$ cat config.mk
export PLATFORM = sky130hd
export DESIGN_NAME = bus_gap_detector
export DESIGN_NICKNAME = d
export VERILOG_FILES = /design/src/rtl/gap_pkg.sv /design/src/rtl/gap_sync.sv /design/src/rtl/gap_prescaler.sv /design/src/rtl/gap_timer.sv /design/src/rtl/bus_gap_detector.sv
export SDC_FILE = /design/constraint.sdc
export NUM_CORES = 1
export LEC_CHECK = 0
export BUFFER_PORTS_ARGS = -buffer_cell sky130_fd_sc_hd__clkbuf_2
export CAP_MARGIN = 10
export CORE_UTILIZATION = 60
export DETAILED_ROUTE_END_ITERATION = 10
export PLACE_DENSITY = 0.82
export SETUP_SLACK_MARGIN = 0.5
export SKIP_CTS_REPAIR_TIMING = 1
export SYNTH_ARGS = -nofsm -noshare
export SYNTH_HDL_FRONTEND = slang
export SYNTH_HIERARCHICAL = 1
export SYNTH_SLANG_ARGS = --single-unit
$ cat constraint.sdc
create_clock -name clk_i -period 3.4 [get_ports clk_i]
set_input_delay 0.68 -clock clk_i [delete_from_list [all_inputs] [get_ports clk_i]]
set_output_delay 0.68 -clock clk_i [all_outputs]
set_load 0.01 [all_outputs]
$ cat src/rtl/gap_pkg.sv
package gap_pkg;
  function automatic int cnt_w(input int n);
    return (n <= 2) ? 1 : $clog2(n);
  endfunction
endpackage

$ cat src/rtl/gap_sync.sv
module gap_sync (
  input  logic clk_i,
  input  logic rst_ni,
  input  logic d_i,
  output logic q_o
);
  logic [1:0] ff_q;
  always_ff @(posedge clk_i or negedge rst_ni) begin
    if (!rst_ni) ff_q <= 2'b00;
    else         ff_q <= {ff_q[0], d_i};
  end
  assign q_o = ff_q[1];
endmodule

$ cat src/rtl/gap_prescaler.sv
module gap_prescaler #(
  parameter int CLK_PER_US = 8
) (
  input  logic clk_i,
  input  logic rst_ni,
  input  logic act_i,
  output logic tick_o
);
  localparam int PS_W = gap_pkg::cnt_w(CLK_PER_US);
  localparam logic [PS_W-1:0] PS_LAST = PS_W'(CLK_PER_US - 1);

  logic [PS_W-1:0] ps_q;

  // restart phase on activity so the first microsecond is a full one
  always_ff @(posedge clk_i or negedge rst_ni) begin
    if (!rst_ni)              ps_q <= '0;
    else if (act_i)           ps_q <= '0;
    else if (ps_q == PS_LAST) ps_q <= '0;
    else                      ps_q <= ps_q + 1'b1;
  end

  assign tick_o = !act_i && (ps_q == PS_LAST);
endmodule

$ cat src/rtl/gap_timer.sv
module gap_timer #(
  parameter int EOD_US  = 200,
  parameter int EOF_US  = 280,
  parameter int IDLE_US = 300
) (
  input  logic clk_i,
  input  logic rst_ni,
  input  logic act_i,
  input  logic tick_i,
  input  logic eof_clr_i,
  output logic eod_o,
  output logic eof_o,
  output logic flag_o,
  output logic idle_o,
  output logic armed_o
);
  localparam int US_W = $clog2(IDLE_US + 1);
  localparam logic [US_W-1:0] EOD_M1  = US_W'(EOD_US - 1);
  localparam logic [US_W-1:0] EOF_M1  = US_W'(EOF_US - 1);
  localparam logic [US_W-1:0] IDLE_L  = US_W'(IDLE_US);

  logic [US_W-1:0] us_q;
  logic armed_q, eod_q, eof_q, flag_q;
  logic hit_eod, hit_eof;

  assign hit_eod = tick_i && armed_q && (us_q == EOD_M1);
  assign hit_eof = tick_i && armed_q && (us_q == EOF_M1);

  // saturating passive-time counter, cleared by any activity
  always_ff @(posedge clk_i or negedge rst_ni) begin
    if (!rst_ni) begin
      us_q    <= '0;
      armed_q <= 1'b0;
    end else if (act_i) begin
      us_q    <= '0;
      armed_q <= 1'b1;
    end else if (tick_i && us_q != IDLE_L) begin
      us_q    <= us_q + 1'b1;
    end
  end

  always_ff @(posedge clk_i or negedge rst_ni) begin
    if (!rst_ni) begin
      eod_q  <= 1'b0;
      eof_q  <= 1'b0;
      flag_q <= 1'b0;
    end else begin
      eod_q <= hit_eod;
      eof_q <= hit_eof;
      if (hit_eof)        flag_q <= 1'b1;
      else if (eof_clr_i) flag_q <= 1'b0;
    end
  end

  assign eod_o   = eod_q;
  assign eof_o   = eof_q;
  assign flag_o  = flag_q;
  assign idle_o  = (us_q == IDLE_L);
  assign armed_o = armed_q;
endmodule

$ cat src/rtl/bus_gap_detector.sv
module bus_gap_detector #(
  parameter int CLK_PER_US = 8,
  parameter int EOD_US     = 200,
  parameter int EOF_US     = 280,
  parameter int IDLE_US    = 300
) (
  input  logic clk_i,
  input  logic rst_ni,
  input  logic bus_active_i,
  input  logic eof_clr_i,
  output logic eod_pulse_o,
  output logic eof_pulse_o,
  output logic eof_flag_o,
  output logic bus_idle_o
);
  logic act_s;
  logic us_tick;
  logic armed;

  gap_sync u_sync (
    .clk_i  (clk_i),
    .rst_ni (rst_ni),
    .d_i    (bus_active_i),
    .q_o    (act_s)
  );

  gap_prescaler #(.CLK_PER_US(CLK_PER_US)) u_pres (
    .clk_i  (clk_i),
    .rst_ni (rst_ni),
    .act_i  (act_s),
    .tick_o (us_tick)
  );

  gap_timer #(.EOD_US(EOD_US), .EOF_US(EOF_US), .IDLE_US(IDLE_US)) u_timer (
    .clk_i     (clk_i),
    .rst_ni    (rst_ni),
    .act_i     (act_s),
    .tick_i    (us_tick),
    .eof_clr_i (eof_clr_i),
    .eod_o     (eod_pulse_o),
    .eof_o     (eof_pulse_o),
    .flag_o    (eof_flag_o),
    .idle_o    (bus_idle_o),
    .armed_o   (armed)
  );
endmodule

==> flow_metrics.env, run 1 <==
export IMPL_status="completed"
export IMPL_grt_pass1_vias=541
export IMPL_drtAntennaViolNets=0
export IMPL_tightest_slew_ps=575
export IMPL_via_count=608
export IMPL_die_h_um=40.5
export IMPL_vias_per_cell=5.90
export IMPL_rsz0062_at_grt="no"
export IMPL_pin_count=8
export IMPL_cap_violations=0
export IMPL_syn_area_per_cell_sq_um=11.3
export IMPL_syn_nets=87
export IMPL_setup_tns_final_ps=0
export IMPL_grt_max_degree=21
export IMPL_r2r_cells=6
export IMPL_r2r_start="u_pres/ps_q[0]"
export IMPL_worstSetupStartpointType="register"
export IMPL_routed_wl_um=1490
export IMPL_initial_utilization_pct=66.8
export IMPL_grt_pass1_wl_um=2370
export IMPL_synth_cell_types=34
export IMPL_slew_headroom_pct=61.7
export IMPL_yosysSeqAreaShare_pct=50.6
export IMPL_dp_hpwl_um=1110
export IMPL_cpPeakStageDelay_ps=420
export IMPL_area_growth_pct=8.01
export IMPL_p_leak_uw=0.000448
export IMPL_crit_fanout=5
export IMPL_cts_tree="built"
export IMPL_die_area_sq_mm=0.00164
export IMPL_nNetsFinal=97
export IMPL_cpMaxStageDelayCell="dfrtp_1"
export IMPL_r2r_slack_ps=1300
export IMPL_n_antenna_cell=0
export IMPL_fin_crit_ps=2180
export IMPL_ys_warnings_count=6
export IMPL_peakVddDrop_mv=0.221
export IMPL_portBuffers=7
export IMPL_cts_buffer_depth=2
export IMPL_placement_cell_area_sq_um=926
export IMPL_worstSetupPathType="reg -> out"
export IMPL_synth_seq_cells=18
export IMPL_grt_usage_pct=23.3
export IMPL_slew_violations=0
export IMPL_hold_viol_final=0
export IMPL_drtIter0Drc=13
export IMPL_antenna_found_initial=0
export IMPL_period_share_pct=64.3
export IMPL_syn_cell_area_sq_um=891
export IMPL_hold_class="in -> async"
export IMPL_setup_viol=0
export IMPL_wl_per_cell_um=14.5
export IMPL_clk_pin_slew_worst_paths_ps=100
export IMPL_end_kind="output pin"
export IMPL_rows=13
export IMPL_numCtsBuffers=3
export IMPL_p_per_area_mw_per_mm2=377
export IMPL_syn_inst=79
export IMPL_cts_sinks=18
export IMPL_clock_fmax_ghz=0.458
export IMPL_cts_root_buf="clkbuf_4"
export IMPL_first_pass_iters=7
export IMPL_fp_dieW_um=40.5
export IMPL_cts_max_level=1
export IMPL_finalWeightedCongestion=0.822
export IMPL_r2r_end="u_timer/eod_o"
export IMPL_insertion_delay_ps=280
export IMPL_fin_worst_skew_ps=1.14
export IMPL_route_detailed_drc=0
export IMPL_drive_above_1_share_pct=23.9
export IMPL_cp_arrival_ps=1500
export IMPL_cp_required_ps=2720
export IMPL_core_area_sq_mm=0.00133
export IMPL_n_fill_cell=96
export IMPL_postLayoutCellArea_sq_um=962
export IMPL_grt_overflow_total=0
export IMPL_path_cells="inv_1 > ha_1 > and3b_1 > and3_1 > clkbuf_2"
-- synth_stat cells --
cell      instances  share of area, %
nor2_1            5               2.1
and3_1            2               1.4
nand2_1           1              0.42
buf_6             1               1.3
a31oi_1           3               2.1
nand3_2           1               1.1
or3_2             1              0.84
buf_4             1              0.84
nor3_2            1               1.1
inv_1             5               2.1
and2_1            1              0.70
mux2i_1           1               1.1
o31ai_1           1              0.84
nand2b_1          3               2.1
a21oi_1           3               1.7
nand3_1           2               1.1
a32o_1            1               1.1
nor4b_1           1              0.98
a311oi_1          1              0.98
mux2_1            1               1.3
nor2b_1           6               4.2
dfrtp_1          18                51
nor4b_2           1               1.7
o21ai_0           2               1.1
mux2_2            3               3.8
or4_1             1              0.84
or2_2             1              0.70
ha_1              4               5.6
nand4_1           2               1.4
and4_2            1               1.1
and3b_1           1              0.98
or3_1             1              0.70
nor3_1            1              0.56
nor3b_2           1               1.4
-- layout by cell type, fill, tap and decap left out, drive strengths merged --
master / synthesis / routed
a21oi: 3 / 3
a311oi: 1 / 1
a31oi: 3 / 3
a32o: 1 / 1
and2: 1 / 1
and3: 2 / 2
and3b: 1 / 1
and4: 1 / 1
clkbuf: 0 / 11
dfrtp: 18 / 18
ha: 4 / 4
inv: 5 / 5
mux2: 4 / 4
mux2i: 1 / 1
nand2: 1 / 1
nand2b: 3 / 3
nand3: 3 / 3
nand4: 2 / 2
nor2: 5 / 5
nor2b: 6 / 6
nor3: 2 / 2
nor3b: 1 / 1
nor4b: 2 / 2
o21ai: 2 / 2
o31ai: 1 / 1
or2: 1 / 1
or3: 2 / 2
or4: 1 / 1
-- power breakdown --
group | switching [uW] | total, uW | internal [uW]
Clock | 61.5 | 127 | 65.1
Combinational | 7.24 | 13.0 | 5.76
Sequential | 5.03 | 223 | 218
Total | 73.7 | 363 | 289
-- metrics by stage --
| stage | setup WS [ps] | power, uW | instances | util (%) | hold WS (ps) |
|---|---|---|---|---|---|
| final | 1220 | 363 | 103 | 72.1 | 312 |
| after detailed placement | 1350 | 240 | 99 | 69.4 | 336 |
| after global routing | 1120 | 382 | 103 | 72.1 | 333 |
| after floorplan | 1590 | 233 | 79 | - | 331 |
| after global placement | 1500 | 239 | 99 | 69.4 | 332 |
| after CTS | 1200 | 368 | 103 | 72.1 | 317 |
-- metal layers --
layer / vias up / routed length [um] / track usage [%]
met1: 284 / 716 / 30.4
met4: 0 / 34 / 13.3
met3: 6 / 50 / 6.67
met5: - / 0 / 0
met2: 17 / 689 / 34.1
li1: 301 / - / -
-- final cells by class --
| cell class | instances | area, sq um | area share (%) |
|---|---|---|---|
| tap | 15 | 18.8 | 1.95 |
| inverter | 5 | 18.8 | 1.95 |
| timing repair buffer | 7 | 35.0 | 3.64 |
| multi-input combinational | 54 | 403 | 41.9 |
| sequential | 18 | 450 | 46.8 |
| clock buffer | 4 | 36.3 | 3.77 |
-- worst max path at each step --
stage / cells after the start / to / slack (ps) / startpoint
finish: 5 / bus_idle_o / 1220 / u_timer/us_q[0]
global route: 5 / bus_idle_o / 1120 / u_timer/us_q[0]
CTS: 5 / bus_idle_o / 1200 / u_timer/us_q[0]
detailed placement: 6 / u_timer/us_q[4] / 1350 / u_pres/ps_q[0]
global placement: 6 / u_timer/us_q[4] / 1500 / u_pres/ps_q[0]
floorplan: 6 / u_timer/us_q[4] / 1590 / u_pres/ps_q[0]
-- cell families (layout without fill, tap and decap cells) --
logic type                 after synthesis  count (layout)  share of synthesized area [%]
and+or+nand+nor                         34              34                           25.6
buffers and inverters                    7              16                           4.21
AOI/OAI and AO/OA                       11              11                           7.87
DFF                                     18              18                           50.6
muxes                                    5               5                           6.18
adders and majority gates                4               4                           5.62
-- critical path, delay by kind of cell (launching register included) --
family                     cells  cell delay, ps
adders and majority gates      1             200
buffers and inverters          2             190
DFF                            1             420
and+or+nand+nor                2             410
-- sequential cells by signal, summed over array words and instances, names as in the netlist --
| name | flops |
|---|---|
| u_sync/ff_q | 2 |
| u_timer/flag_o | 1 |
| u_timer/armed_o | 1 |
| u_timer/eod_o | 1 |
| u_timer/us_q | 9 |
| u_pres/ps_q | 3 |
| u_timer/eof_o | 1 |
No activity file was read; power rests on OpenSTA's default activity.
==> run 2, diff against run 1 <==
--- a/config.mk
+++ b/config.mk
@@ -5,11 +5,12 @@
 export SDC_FILE = /design/constraint.sdc
 export NUM_CORES = 1
 export LEC_CHECK = 0
+export ABC_AREA = 1
 export BUFFER_PORTS_ARGS = -buffer_cell sky130_fd_sc_hd__clkbuf_2
 export CAP_MARGIN = 10
-export CORE_UTILIZATION = 60
+export CORE_UTILIZATION = 51
 export DETAILED_ROUTE_END_ITERATION = 10
-export PLACE_DENSITY = 0.82
+export PLACE_DENSITY = 0.74
 export SETUP_SLACK_MARGIN = 0.5
 export SKIP_CTS_REPAIR_TIMING = 1
 export SYNTH_ARGS = -nofsm -noshare
==> constraint.sdc (replaced) <==
create_clock -name clk_i -period 2 [get_ports clk_i]
set_input_delay 0.4 -clock clk_i [delete_from_list [all_inputs] [get_ports clk_i]]
set_output_delay 0.4 -clock clk_i [all_outputs]
set_load 0.01 [all_outputs]
==> run 2 against run 1 <==
Sequential power increased by 69%. Via count increased by 45%. Clock power increased by 35%. Highest routed layer unchanged. First-iteration DRC count increased to 4.5 times the previous value. Wire length increased by 46%. Final cell count increased by 60%. Largest power group unchanged. Sequential share of layout area decreased by 7.1 points. Combinational power increased by 130%. Core utilization decreased by 6.8 points.
==> flow_metrics.env, run 2 <==
export IMPL_n_antenna_cell=0
export IMPL_peakVddDrop_mv=0.522
export IMPL_hold_class="in -> async"
export IMPL_synth_top_flop_cell="dfrtp_1"
export IMPL_grt_overflow_total=0
export IMPL_clockPowerShare_pct=29.6
export IMPL_fp_dieW_um=45.4
export IMPL_grt_pass1_vias=685
export IMPL_clock_fmax_ghz=0.588
export IMPL_crit_fanout=4
export IMPL_slew_violations=0
export IMPL_cts_sinks=18
export IMPL_cts_root_buf="clkbuf_4"
export IMPL_initial_utilization_pct=55.1
export IMPL_via_count=882
export IMPL_insertion_delay_ps=290
export IMPL_yosysSeqAreaShare_pct=46.8
export IMPL_area_growth_pct=18.5
export IMPL_cp_arrival_ps=1300
export IMPL_yosys_area_top_type="dfrtp_1"
export IMPL_vias_per_cell=5.35
export IMPL_status="completed"
export IMPL_postLayoutCellArea_sq_mm=0.00114
export IMPL_drtIter0Drc=58
export IMPL_final_common_cell="nand2_1"
export IMPL_rows=15
export IMPL_cp_startpoint="u_timer/us_q[0]"
export IMPL_tightest_slew_ps=435
export IMPL_switching_share_pct=22.0
export IMPL_p_int_uw=451
export IMPL_top_register="u_timer/us_q"
export IMPL_r2r_cells=11
export IMPL_hold_viol_final=0
export IMPL_cap_violations=0
export IMPL_grt_max_degree=19
export IMPL_syn_inst=124
export IMPL_final_instance_count_excl_fill=165
export IMPL_dp_hpwl_um=1340
export IMPL_netlist_area_leader_share_pct=46.8
export IMPL_die_area_sq_mm=0.00206
export IMPL_n_fill_cell=156
export IMPL_multi_input_area_sq_um=467
export IMPL_slew_headroom_pct=71.0
export IMPL_fin_worst_skew_ps=10.6
export IMPL_place_ws_ps=474
export IMPL_p_total_uw=578
export IMPL_routed_wl_um=2170
export IMPL_first_pass_iters=4
export IMPL_period_share_pct=85.0
export IMPL_mostFrequentLayoutCells="nand2_1, nor2_1, dfrtp_1, nand3_1, inv_1"
export IMPL_placement_cell_area_sq_mm=0.00101
export IMPL_clk_pin_slew_worst_paths_ps=100
export IMPL_r2r_end="u_timer/us_q[8]"
export IMPL_antenna_found_initial=0
export IMPL_power_frac_comb_pct=5.3
export IMPL_setup_viol=0
export IMPL_reg_largest_list="u_timer/us_q x9, u_pres/ps_q x3, u_sync/ff_q x2"
export IMPL_r2r_start="u_timer/us_q[1]"
export IMPL_numCtsBuffers=3
export IMPL_ys_async_sr_fraction_pct=100
export IMPL_synth_area_leaders="dfrtp_1, nand2_1, nor2_1"
export IMPL_synth_edf_count=0
export IMPL_synth_seq_cells=18
export IMPL_yosysMostFrequentCell="nand2_1"
export IMPL_drive_above_1_share_pct=28.6
export IMPL_fin_crit_ps=1700
export IMPL_cts_tree="built"
export IMPL_worstSetupStartpointType="register"
export IMPL_p_per_area_mw_per_mm2=507
export IMPL_cp_required_ps=1600
export IMPL_syn_area_per_cell_sq_um=7.76
export IMPL_cts_buffer_depth=2
export IMPL_finalWeightedCongestion=0.877
export IMPL_power_frac_seq_pct=65.2
export IMPL_pin_count=8
export IMPL_ys_warnings_count=6
export IMPL_worst_slack_ps=300
export IMPL_syn_cell_area_sq_um=962
export IMPL_cts_max_level=1
export IMPL_end_kind="output pin"
export IMPL_netSwitchingPower_uw=127
export IMPL_portBuffers=7
export IMPL_syn_nets=132
export IMPL_dp_cells=153
export IMPL_wl_per_cell_um=13.1
export IMPL_grt_pass1_wl_um=2860
export IMPL_p_leak_uw=0.000586
export IMPL_r2r_slack_ps=420
export IMPL_largest_register_ffs=9
export IMPL_synth_commonest_cells="nand2_1, nor2_1, dfrtp_1, inv_1, nand3_1"
export IMPL_worstSetupPathType="reg -> out"
export IMPL_synth_cell_types=19
export IMPL_setup_tns_final_ps=0
export IMPL_drtAntennaViolNets=0
export IMPL_rsz0062_at_grt="yes"
export IMPL_final_seq_area_sq_um=453
export IMPL_grt_usage_pct=20.1
export IMPL_route_detailed_drc=0
export IMPL_nNetsFinal=150
export IMPL_core_area_sq_mm=0.00175
export IMPL_die_h_um=45.4
==> run 2: cell types whose count changed after synthesis, sizes merged, moves of 4 or more <==
cell,before,now
nand2,1,33
nor2,5,23
inv,5,17
nand3,3,15
nor2b,6,0
mux2,4,0
==> run 2: logic make-up (layout without fill, tap and decap cells) <==
group / after synthesis / in the layout / share of synthesized area [%]
flops: 18 / 18 / 46.8
compound gates: 3 / 3 / 2.08
buf+inv: 20 / 36 / 8.84
simple gates: 76 / 76 / 34.3
fa+ha+maj: 4 / 4 / 5.20
xor+xnor: 3 / 3 / 2.73
==> run 2: worst max path at each step <==
stage	endpoint	slack, ps	cells after the start
floorplan	bus_idle_o	660	6
global placement	u_timer/us_q[0]	500	9
detailed placement	u_timer/us_q[6]	470	9
CTS	bus_idle_o	190	7
global route	bus_idle_o	230	7
finish	bus_idle_o	300	7
==> run 2: critical path, cell delays in order, from the launching register on <==
cell and delay (ps):
dfrtp_1 430, inv_2 100, ha_4 130, nand2_2 50
nor2_2 90, nand2_2 60, inv_1 50, buf_2 110
==> run 2: per-layer routing <==
metal	GRT usage, %	up-vias	share of wire [%]
li1	-	421	-
met4	9.09	0	2.8
met2	30.6	43	51
met3	5.95	10	6.5
met5	0	-	0
met1	26.5	408	40
==> run 2: area by class of cell <==
| cell class | count | share of cell area (%) |
|---|---|---|
| clock buffer | 3 | 1.98 |
| inverter | 17 | 5.60 |
| multi-input combinational | 86 | 40.9 |
| sequential | 18 | 39.7 |
| tap | 25 | 2.74 |
| timing repair buffer | 16 | 9.00 |
==> run 2: power by group through the flow <==
stage	clock network, uW	logic (uW)	registers [uW]
3_5_place_dp	0	26.3	383
4_1_cts	179	26.4	376
6_report	171	30.3	377
2_1_floorplan	0	14.7	382
3_3_place_gp	0	25.6	383
5_1_grt	188	35.8	377
==> run 2: stage by stage <==
step	utilization [%]	hold WS [ps]
global route	65.3	56.3
global placement	57.7	334
finish	65.3	26.2
detailed placement	57.7	337
CTS	59.0	36.4
floorplan	-	104
